===== src/rtl/ser3w_pkg.sv =====
package ser3w_pkg;
  typedef enum logic {
    OP_WRITE = 1'b0,
    OP_READ  = 1'b1
  } op_e;
endpackage


===== src/rtl/ser3w_sync.sv =====
module ser3w_sync #(
  parameter int          W       = 3,
  parameter int          STAGES  = 2,
  parameter logic [W-1:0] RST_VAL = '0
) (
  input  logic         clk,
  input  logic         rst_n,
  input  logic [W-1:0] d_async,
  output logic [W-1:0] q
);
  logic [W-1:0] stage_q [STAGES];

  always_ff @(posedge clk or negedge rst_n) begin
    if (!rst_n) begin
      for (int s = 0; s < STAGES; s++) stage_q[s] <= RST_VAL;
    end else begin
      stage_q[0] <= d_async;
      for (int s = 1; s < STAGES; s++) stage_q[s] <= stage_q[s-1];
    end
  end

  assign q = stage_q[STAGES-1];
endmodule


===== src/rtl/ser3w_frame.sv =====
module ser3w_frame
  import ser3w_pkg::*;
#(
  parameter int HDR_W  = 8,
  parameter int ADDR_W = 8,
  parameter int DATA_W = 8,
  parameter int SEL_W  = 2
) (
  input  logic              clk,
  input  logic              rst_n,
  input  logic              sclk_s,
  input  logic              csn_s,
  input  logic              sdi_s,
  input  logic [DATA_W-1:0] rd_data,
  output logic [SEL_W-1:0]  sel,
  output logic              wr_en,
  output logic [DATA_W-1:0] wr_data,
  output logic              sdo,
  output logic              sdo_en
);
  localparam int FRAME_LEN  = HDR_W + ADDR_W + DATA_W;
  localparam int DATA_START = HDR_W + ADDR_W;
  localparam int CNT_W      = $clog2(FRAME_LEN + 1);

  logic              sclk_q;
  logic              rise, fall;
  logic [CNT_W-1:0]  bitcnt_q;
  logic [DATA_W-1:0] shift_q, next_shift, rd_shift_q;
  logic [SEL_W-1:0]  sel_q;
  op_e               op_q;

  always_ff @(posedge clk or negedge rst_n) begin
    if (!rst_n) sclk_q <= 1'b1;
    else        sclk_q <= sclk_s;
  end

  assign rise       = sclk_s & ~sclk_q & ~csn_s;
  assign fall       = ~sclk_s & sclk_q & ~csn_s;
  assign next_shift = {shift_q[DATA_W-2:0], sdi_s};

  // Input side: count bits and capture the operation and register select
  always_ff @(posedge clk or negedge rst_n) begin
    if (!rst_n) begin
      bitcnt_q <= '0;
      shift_q  <= '0;
      sel_q    <= '0;
      op_q     <= OP_WRITE;
    end else if (csn_s) begin
      bitcnt_q <= '0;
      sel_q    <= '0;
      op_q     <= OP_WRITE;
    end else if (rise && (bitcnt_q < CNT_W'(FRAME_LEN))) begin
      bitcnt_q <= bitcnt_q + 1'b1;
      shift_q  <= next_shift;
      if (bitcnt_q == CNT_W'(HDR_W - 1))      op_q  <= op_e'(sdi_s);
      if (bitcnt_q == CNT_W'(DATA_START - 1)) sel_q <= next_shift[SEL_W-1:0];
    end
  end

  assign sel     = sel_q;
  assign wr_data = next_shift;
  assign wr_en   = rise && (bitcnt_q == CNT_W'(FRAME_LEN - 1)) && (op_q == OP_WRITE);

  // Output side: launch read bits on falling edges during the data byte
  always_ff @(posedge clk or negedge rst_n) begin
    if (!rst_n) begin
      sdo        <= 1'b0;
      sdo_en     <= 1'b0;
      rd_shift_q <= '0;
    end else if (csn_s) begin
      sdo        <= 1'b0;
      sdo_en     <= 1'b0;
      rd_shift_q <= '0;
    end else if (fall) begin
      if (op_q == OP_READ && bitcnt_q == CNT_W'(DATA_START)) begin
        sdo        <= rd_data[DATA_W-1];
        sdo_en     <= 1'b1;
        rd_shift_q <= {rd_data[DATA_W-2:0], 1'b0};
      end else if (op_q == OP_READ && bitcnt_q > CNT_W'(DATA_START) &&
                   bitcnt_q < CNT_W'(FRAME_LEN)) begin
        sdo        <= rd_shift_q[DATA_W-1];
        sdo_en     <= 1'b1;
        rd_shift_q <= {rd_shift_q[DATA_W-2:0], 1'b0};
      end else begin
        sdo    <= 1'b0;
        sdo_en <= 1'b0;
      end
    end
  end


  sdo_idle_low_chk: assert property (@(posedge clk) disable iff (!rst_n)
    !sdo_en |-> !sdo);

  sdo_read_only_chk: assert property (@(posedge clk) disable iff (!rst_n)
    sdo_en |-> (op_q == OP_READ));

  bitcnt_bound_chk: assert property (@(posedge clk) disable iff (!rst_n)
    bitcnt_q <= CNT_W'(FRAME_LEN));

  idle_count_clear_chk: assert property (@(posedge clk) disable iff (!rst_n)
    csn_s |=> (bitcnt_q == '0) && !sdo_en);
endmodule


===== src/rtl/ser3w_regfile.sv =====
module ser3w_regfile #(
  parameter int DATA_W = 8,
  parameter int SEL_W  = 2,
  localparam int NUM_REGS = 1 << SEL_W
) (
  input  logic                       clk,
  input  logic                       rst_n,
  input  logic                       wr_en,
  input  logic [SEL_W-1:0]           sel,
  input  logic [DATA_W-1:0]          wr_data,
  output logic [DATA_W-1:0]          rd_data,
  output logic [NUM_REGS*DATA_W-1:0] regs_flat
);
  logic [NUM_REGS-1:0][DATA_W-1:0] regs_q;

  for (genvar i = 0; i < NUM_REGS; i++) begin : g_reg
    always_ff @(posedge clk or negedge rst_n) begin
      if (!rst_n)                           regs_q[i] <= '0;
      else if (wr_en && sel == SEL_W'(i))   regs_q[i] <= wr_data;
    end
    assign regs_flat[i*DATA_W +: DATA_W] = regs_q[i];
  end

  assign rd_data = regs_q[sel];


  hold_when_idle_chk: assert property (@(posedge clk) disable iff (!rst_n)
    !wr_en |=> $stable(regs_q));

  write_lands_chk: assert property (@(posedge clk) disable iff (!rst_n)
    wr_en |=> regs_q[$past(sel)] == $past(wr_data));
endmodule


===== src/rtl/ser3w_reg_slave.sv =====
module ser3w_reg_slave #(
  parameter int HDR_W       = 8,
  parameter int ADDR_W      = 8,
  parameter int DATA_W      = 8,
  parameter int SEL_W       = 2,
  parameter int SYNC_STAGES = 2,
  localparam int NUM_REGS   = 1 << SEL_W
) (
  input  logic                       clk,
  input  logic                       rst_n,
  input  logic                       sclk,
  input  logic                       cs_n,
  input  logic                       sdi,
  output logic                       sdo,
  output logic                       sdo_en,
  output logic [NUM_REGS*DATA_W-1:0] regs_o
);
  logic [2:0]        pins_s;
  logic [SEL_W-1:0]  sel;
  logic              wr_en;
  logic [DATA_W-1:0] wr_data, rd_data;

  ser3w_sync #(.W(3), .STAGES(SYNC_STAGES), .RST_VAL(3'b110)) u_sync (
    .clk(clk), .rst_n(rst_n), .d_async({cs_n, sclk, sdi}), .q(pins_s)
  );

  ser3w_frame #(.HDR_W(HDR_W), .ADDR_W(ADDR_W), .DATA_W(DATA_W), .SEL_W(SEL_W)) u_frame (
    .clk(clk), .rst_n(rst_n),
    .sclk_s(pins_s[1]), .csn_s(pins_s[2]), .sdi_s(pins_s[0]),
    .rd_data(rd_data), .sel(sel), .wr_en(wr_en), .wr_data(wr_data),
    .sdo(sdo), .sdo_en(sdo_en)
  );

  ser3w_regfile #(.DATA_W(DATA_W), .SEL_W(SEL_W)) u_regs (
    .clk(clk), .rst_n(rst_n), .wr_en(wr_en), .sel(sel),
    .wr_data(wr_data), .rd_data(rd_data), .regs_flat(regs_o)
  );
endmodule


===== config.mk =====
export PLATFORM = sky130hd
export DESIGN_NAME = ser3w_reg_slave
export DESIGN_NICKNAME = d
export VERILOG_FILES = /design/src/rtl/ser3w_pkg.sv /design/src/rtl/ser3w_sync.sv /design/src/rtl/ser3w_frame.sv /design/src/rtl/ser3w_regfile.sv /design/src/rtl/ser3w_reg_slave.sv
export SDC_FILE = /design/constraint.sdc
export NUM_CORES = 1
export LEC_CHECK = 0
export BUFFER_PORTS_ARGS = -buffer_cell sky130_fd_sc_hd__buf_2
export CAP_MARGIN = 40
export CORE_ASPECT_RATIO = 1.1
export CORE_UTILIZATION = 57
export CTS_CLUSTER_DIAMETER = 150
export DETAILED_ROUTE_END_ITERATION = 10
export PLACE_DENSITY = 0.77
export SETUP_SLACK_MARGIN = 0.1
export SYNTH_ARGS = -nofsm -noshare
export SYNTH_HDL_FRONTEND = slang
export SYNTH_SLANG_ARGS = --single-unit

===== constraint.sdc =====
create_clock -name clk -period 2.3 [get_ports clk]
set_input_delay 0.23 -clock clk [delete_from_list [all_inputs] [get_ports clk]]
set_output_delay 0.23 -clock clk [all_outputs]
set_load 0.1 [all_outputs]

==> impl.org <==
** Status
- Result of the run :: completed

** Synthesis
- For this run, the register share of the synthesized area comes to 0.557.
- Post-synthesis cell area :: 2840 sq um
- Main flop type after synthesis :: dfrtp_1
- The biggest area contributor in the post-synthesis netlist is dfrtp_1.
- Post-synthesis sequential element count :: 63
- Counting distinct cell types in the post-synthesis netlist gives 37.
- Post-synthesis net count :: 200
- Cell with the most instances after synthesis :: dfrtp_1
- Sorting the synthesized cells by how often they occur yields dfrtp_1 (58), mux2_2 (31), mux2_4 (8), mux4_2 (8).
- Post-synth ARST share :: 1.00
- The share of synthesized area in the top cell type comes to 0.511.
- Post-synth EDFFs :: 0
- During synthesis, Yosys emitted a total of 0 warnings.
- Synth Area per Inst :: 14.8 sq um
- Top post-synthesis cells by area :: dfrtp_1 (51%), mux2_2 (12%), mux4_2 (6.3%)
- Synthesis produced between 150 and 200 cells.

** Place
- DPL Wire Length :: 4040 um
- Placed standard-cell area :: 3190 sq um
- Routability Congestion :: ~0.75
- Buffers on Ports :: 38

** Layout
- Net total in the final layout :: 261
- Of the cells placed in the final design, the portion with a size suffix greater than 1 is 0.496.
- Synthesis-to-finish area growth :: 21.6%
- Final instance area :: 3450 sq um
- The repair_antennas step left the layout with diodes totalling 0.
- Fillers :: 310

** Clock tree
- Inserted Clock Buffers :: 9
- Clock tree synthesis selected as its root buffer the cell clkbuf_8.
- For the worst-skew pair, the clock arrives at the later sink with an insertion delay of 0.34 ns.
- TritonCTS built the clock tree.
- No sink is reached through more buffers than the 2 on the longest clock path.
- CTS clock-pin slew for the worst setup and hold paths :: around 0.08 ns
- Number of H-tree branching levels :: 3
- Clock tree synthesis found a total of 63 sinks.

** Drt
- In this run the remaining antenna-violating nets after routing total 0.
- Aggregate routed wire length :: 5980 um
- The final route contains 1900 vias.
- The first detailed-routing pass ran for 4 iterations.
- In the routed design, unresolved DRC markers number 0.
- Dividing the detail-routed via count by the number of cells gives 6.05.
- Number of violations reported at the end of detailed-routing iteration 0 :: 144
- Dividing the detail-routed wire length by the instance count gives 19.0 um.

** STA
- Endpoints failing hold :: 0
- At the pin with the least slew margin, the transition time is roughly 0.61 ns.
- The worst path in the final design needs a cycle of ~2.1 ns, including I/O delays and setup.
- The worst pin sits at a relative slew slack of 0.592.
- Setup repair after global routing missed its margin :: no
- For this run, the top clock speed supported by timing is 472 MHz.
- Setup skew after layout :: a little over 0.009 ns
- Pins over their slew limit :: 0
- In the finished design, the share of the clock period the worst path needs comes to 0.921.
- Setup violations remaining at the end of the flow were counted as 0.
- Aggregate negative setup slack :: 0 ns

** Floorplanning
- Effective utilization at floorplan :: 0.602
- Number of rows created at floorplan :: 26
- In this run the standard cell core region covers between 4000 and 5000 sq um.
- Die height :: 76.0 um
- I/O pin count :: 39
- Die X-Extent :: 69.3 um
- Die Area :: 5270 sq um

** Pwr
- Peak supply drop :: roughly 0.50 mV
- LEAKAGE :: ~1.8 nW
- For this design the ratio of total power to cell area is 710 nW/um^2.

** Setup path
- The critical path is of the reg2reg type.
- The worst setup path is captured at a flip-flop.
- Maximum fanout encountered on the critical timing path :: 12
- Data arrival time of the critical path :: 2.34 ns
- STA puts the critical path data required time at 2.53 ns.
- The worst setup path is launched from a flip-flop.

** Global routing
- Leftover overflow at the end of global routing :: 0
- Entering global routing, the biggest net connects 32 pins.
- Number of global-route vias before repair :: 1921
- Total routing usage reported by global routing :: 0.254
- The initial antenna violation count is 0.
- Global-route wire length before repair :: about 10000 um

** Job
- Across the run, the number of max-cap violations was 0.

** Hold path
- The path class of the tightest hold or removal check is in2async.
-- worst paths after layout --
| kind | slack (ns) | start | cells after the start | to |
|---|---|---|---|---|
| max | 0.18 | u_sync.q[1]$_DFF_PN1_ | 5 | u_regs.regs_flat[29]$_DFFE_PN0P_ |
| min | 0.33 | rst_n | 2 | u_frame.bitcnt_q[0]$_DFFE_PN0P_ |
| max reg2reg | 0.18 | u_sync.q[1]$_DFF_PN1_ | 5 | u_regs.regs_flat[29]$_DFFE_PN0P_ |
| min in group clk | 0.36 | u_sync.stage_q[3]$_DFF_PN0_ | 0 | u_sync.q[0]$_DFF_PN0_ |
| min reg2reg | 0.36 | u_sync.stage_q[3]$_DFF_PN0_ | 0 | u_sync.q[0]$_DFF_PN0_ |
| max in group asynchronous | 1.38 | rst_n | 3 | u_frame.shift_q[3]$_DFFE_PN0P_ |
-- logic make-up after synthesis --
logic type,after synthesis,share of synthesized area
AOI/OAI and AO/OA,25,0.0670
DFF,63,0.557
buffers and inverters,15,0.0260
and+or+nand+nor,39,0.108
muxes,47,0.229
adders and majority gates,3,0.0132
-- layout make-up --
class / count / area [sq um] / area share
well taps: 56 / 70.1 / 0.0203
flip-flops and latches: 63 / 1580 / 0.458
clock inverters: 7 / 97.6 / 0.0283
multi-input cells: 114 / 1190 / 0.344
clock buffers: 9 / 124 / 0.0359
inverters: 6 / 22.5 / 0.00652
repair buffers: 59 / 370 / 0.107
-- layer usage --
| layer | part of all wire | track usage | vias to the layer above | routed length (um) |
|---|---|---|---|---|
| li1 | - | - | 852 | - |
| met1 | 0.46 | 0.351 | 991 | 2740 |
| met2 | 0.49 | 0.396 | 48 | 2940 |
| met3 | 0.036 | 0.0608 | 9 | 217 |
| met4 | 0.014 | 0.0857 | 0 | 86 |
| met5 | 0 | 0 | - | 0 |
-- placed cells by master (no fill, tap or decap), types with 3 or more instances in the layout --
| cell | netlist | final |
|---|---|---|
| mux4_2 | 8 | 8 |
| nor2_1 | 3 | 3 |
| mux2_4 | 8 | 8 |
| o31ai_1 | 6 | 6 |
| dlygate4sd3_1 | 0 | 4 |
| dfrtp_1 | 58 | 58 |
| dfstp_2 | 5 | 5 |
| a221o_1 | 6 | 6 |
| inv_1 | 6 | 6 |
| buf_4 | 0 | 16 |
| and4_1 | 6 | 6 |
| buf_2 | 2 | 38 |
| nand2_1 | 3 | 3 |
| nor4_4 | 3 | 3 |
| a21oi_1 | 6 | 6 |
| nand2b_1 | 3 | 3 |
| ha_1 | 3 | 3 |
| mux2_2 | 31 | 31 |
| clkbuf_8 | 0 | 9 |
-- report_power, final --
part / internal, W / total (W) / switching, W
combinational: 0.0000656 / 0.000125 / 0.0000596
clock: 0.000611 / 0.00107 / 0.000461
sequential: 0.00117 / 0.00125 / 0.0000850
-- critical path, stage by stage, from the launching register on --
cell and delay, ns:
dfstp_2 0.56, or3b_1 0.38, buf_4 0.21, nor4_4 0.32, buf_4 0.20, mux2_2 0.33
-- flip-flops by register name (all words and copies together), names as in the netlist --
signal	count
u_frame.sel	2
u_regs.regs_flat	32
u_sync.stage_q	3
u_frame.sclk_q	1
u_frame.rd_shift_q	7
u_frame.op_q	1
u_frame.sdo_en	1
u_frame.shift_q	7
u_sync.q	3
u_frame.bitcnt_q	5
u_frame.sdo	1
-- through the flow --
stage	worst slack, ns	total power [W]	utilization	std cells	hold WS, ns
after floorplan	0.181	0.00132	-	192	-0.0656
after global placement	0.128	0.00138	0.676	294	0.156
after detailed placement	0.0959	0.00139	0.676	294	0.157
after CTS	0.175	0.00245	0.732	314	0.336
after global routing	0.116	0.00253	0.732	314	0.350
final	0.182	0.00245	0.732	314	0.325
-- repair_timing --
item | in CTS | in global routing
endpoints found under the setup margin | 8 | 0
hold buffers | 4 | 0
resized for setup | 1 | 0
endpoints found under the hold margin | 13 | 0
setup buffers | 0 | 0
Power figures use the tool's default switching activity.
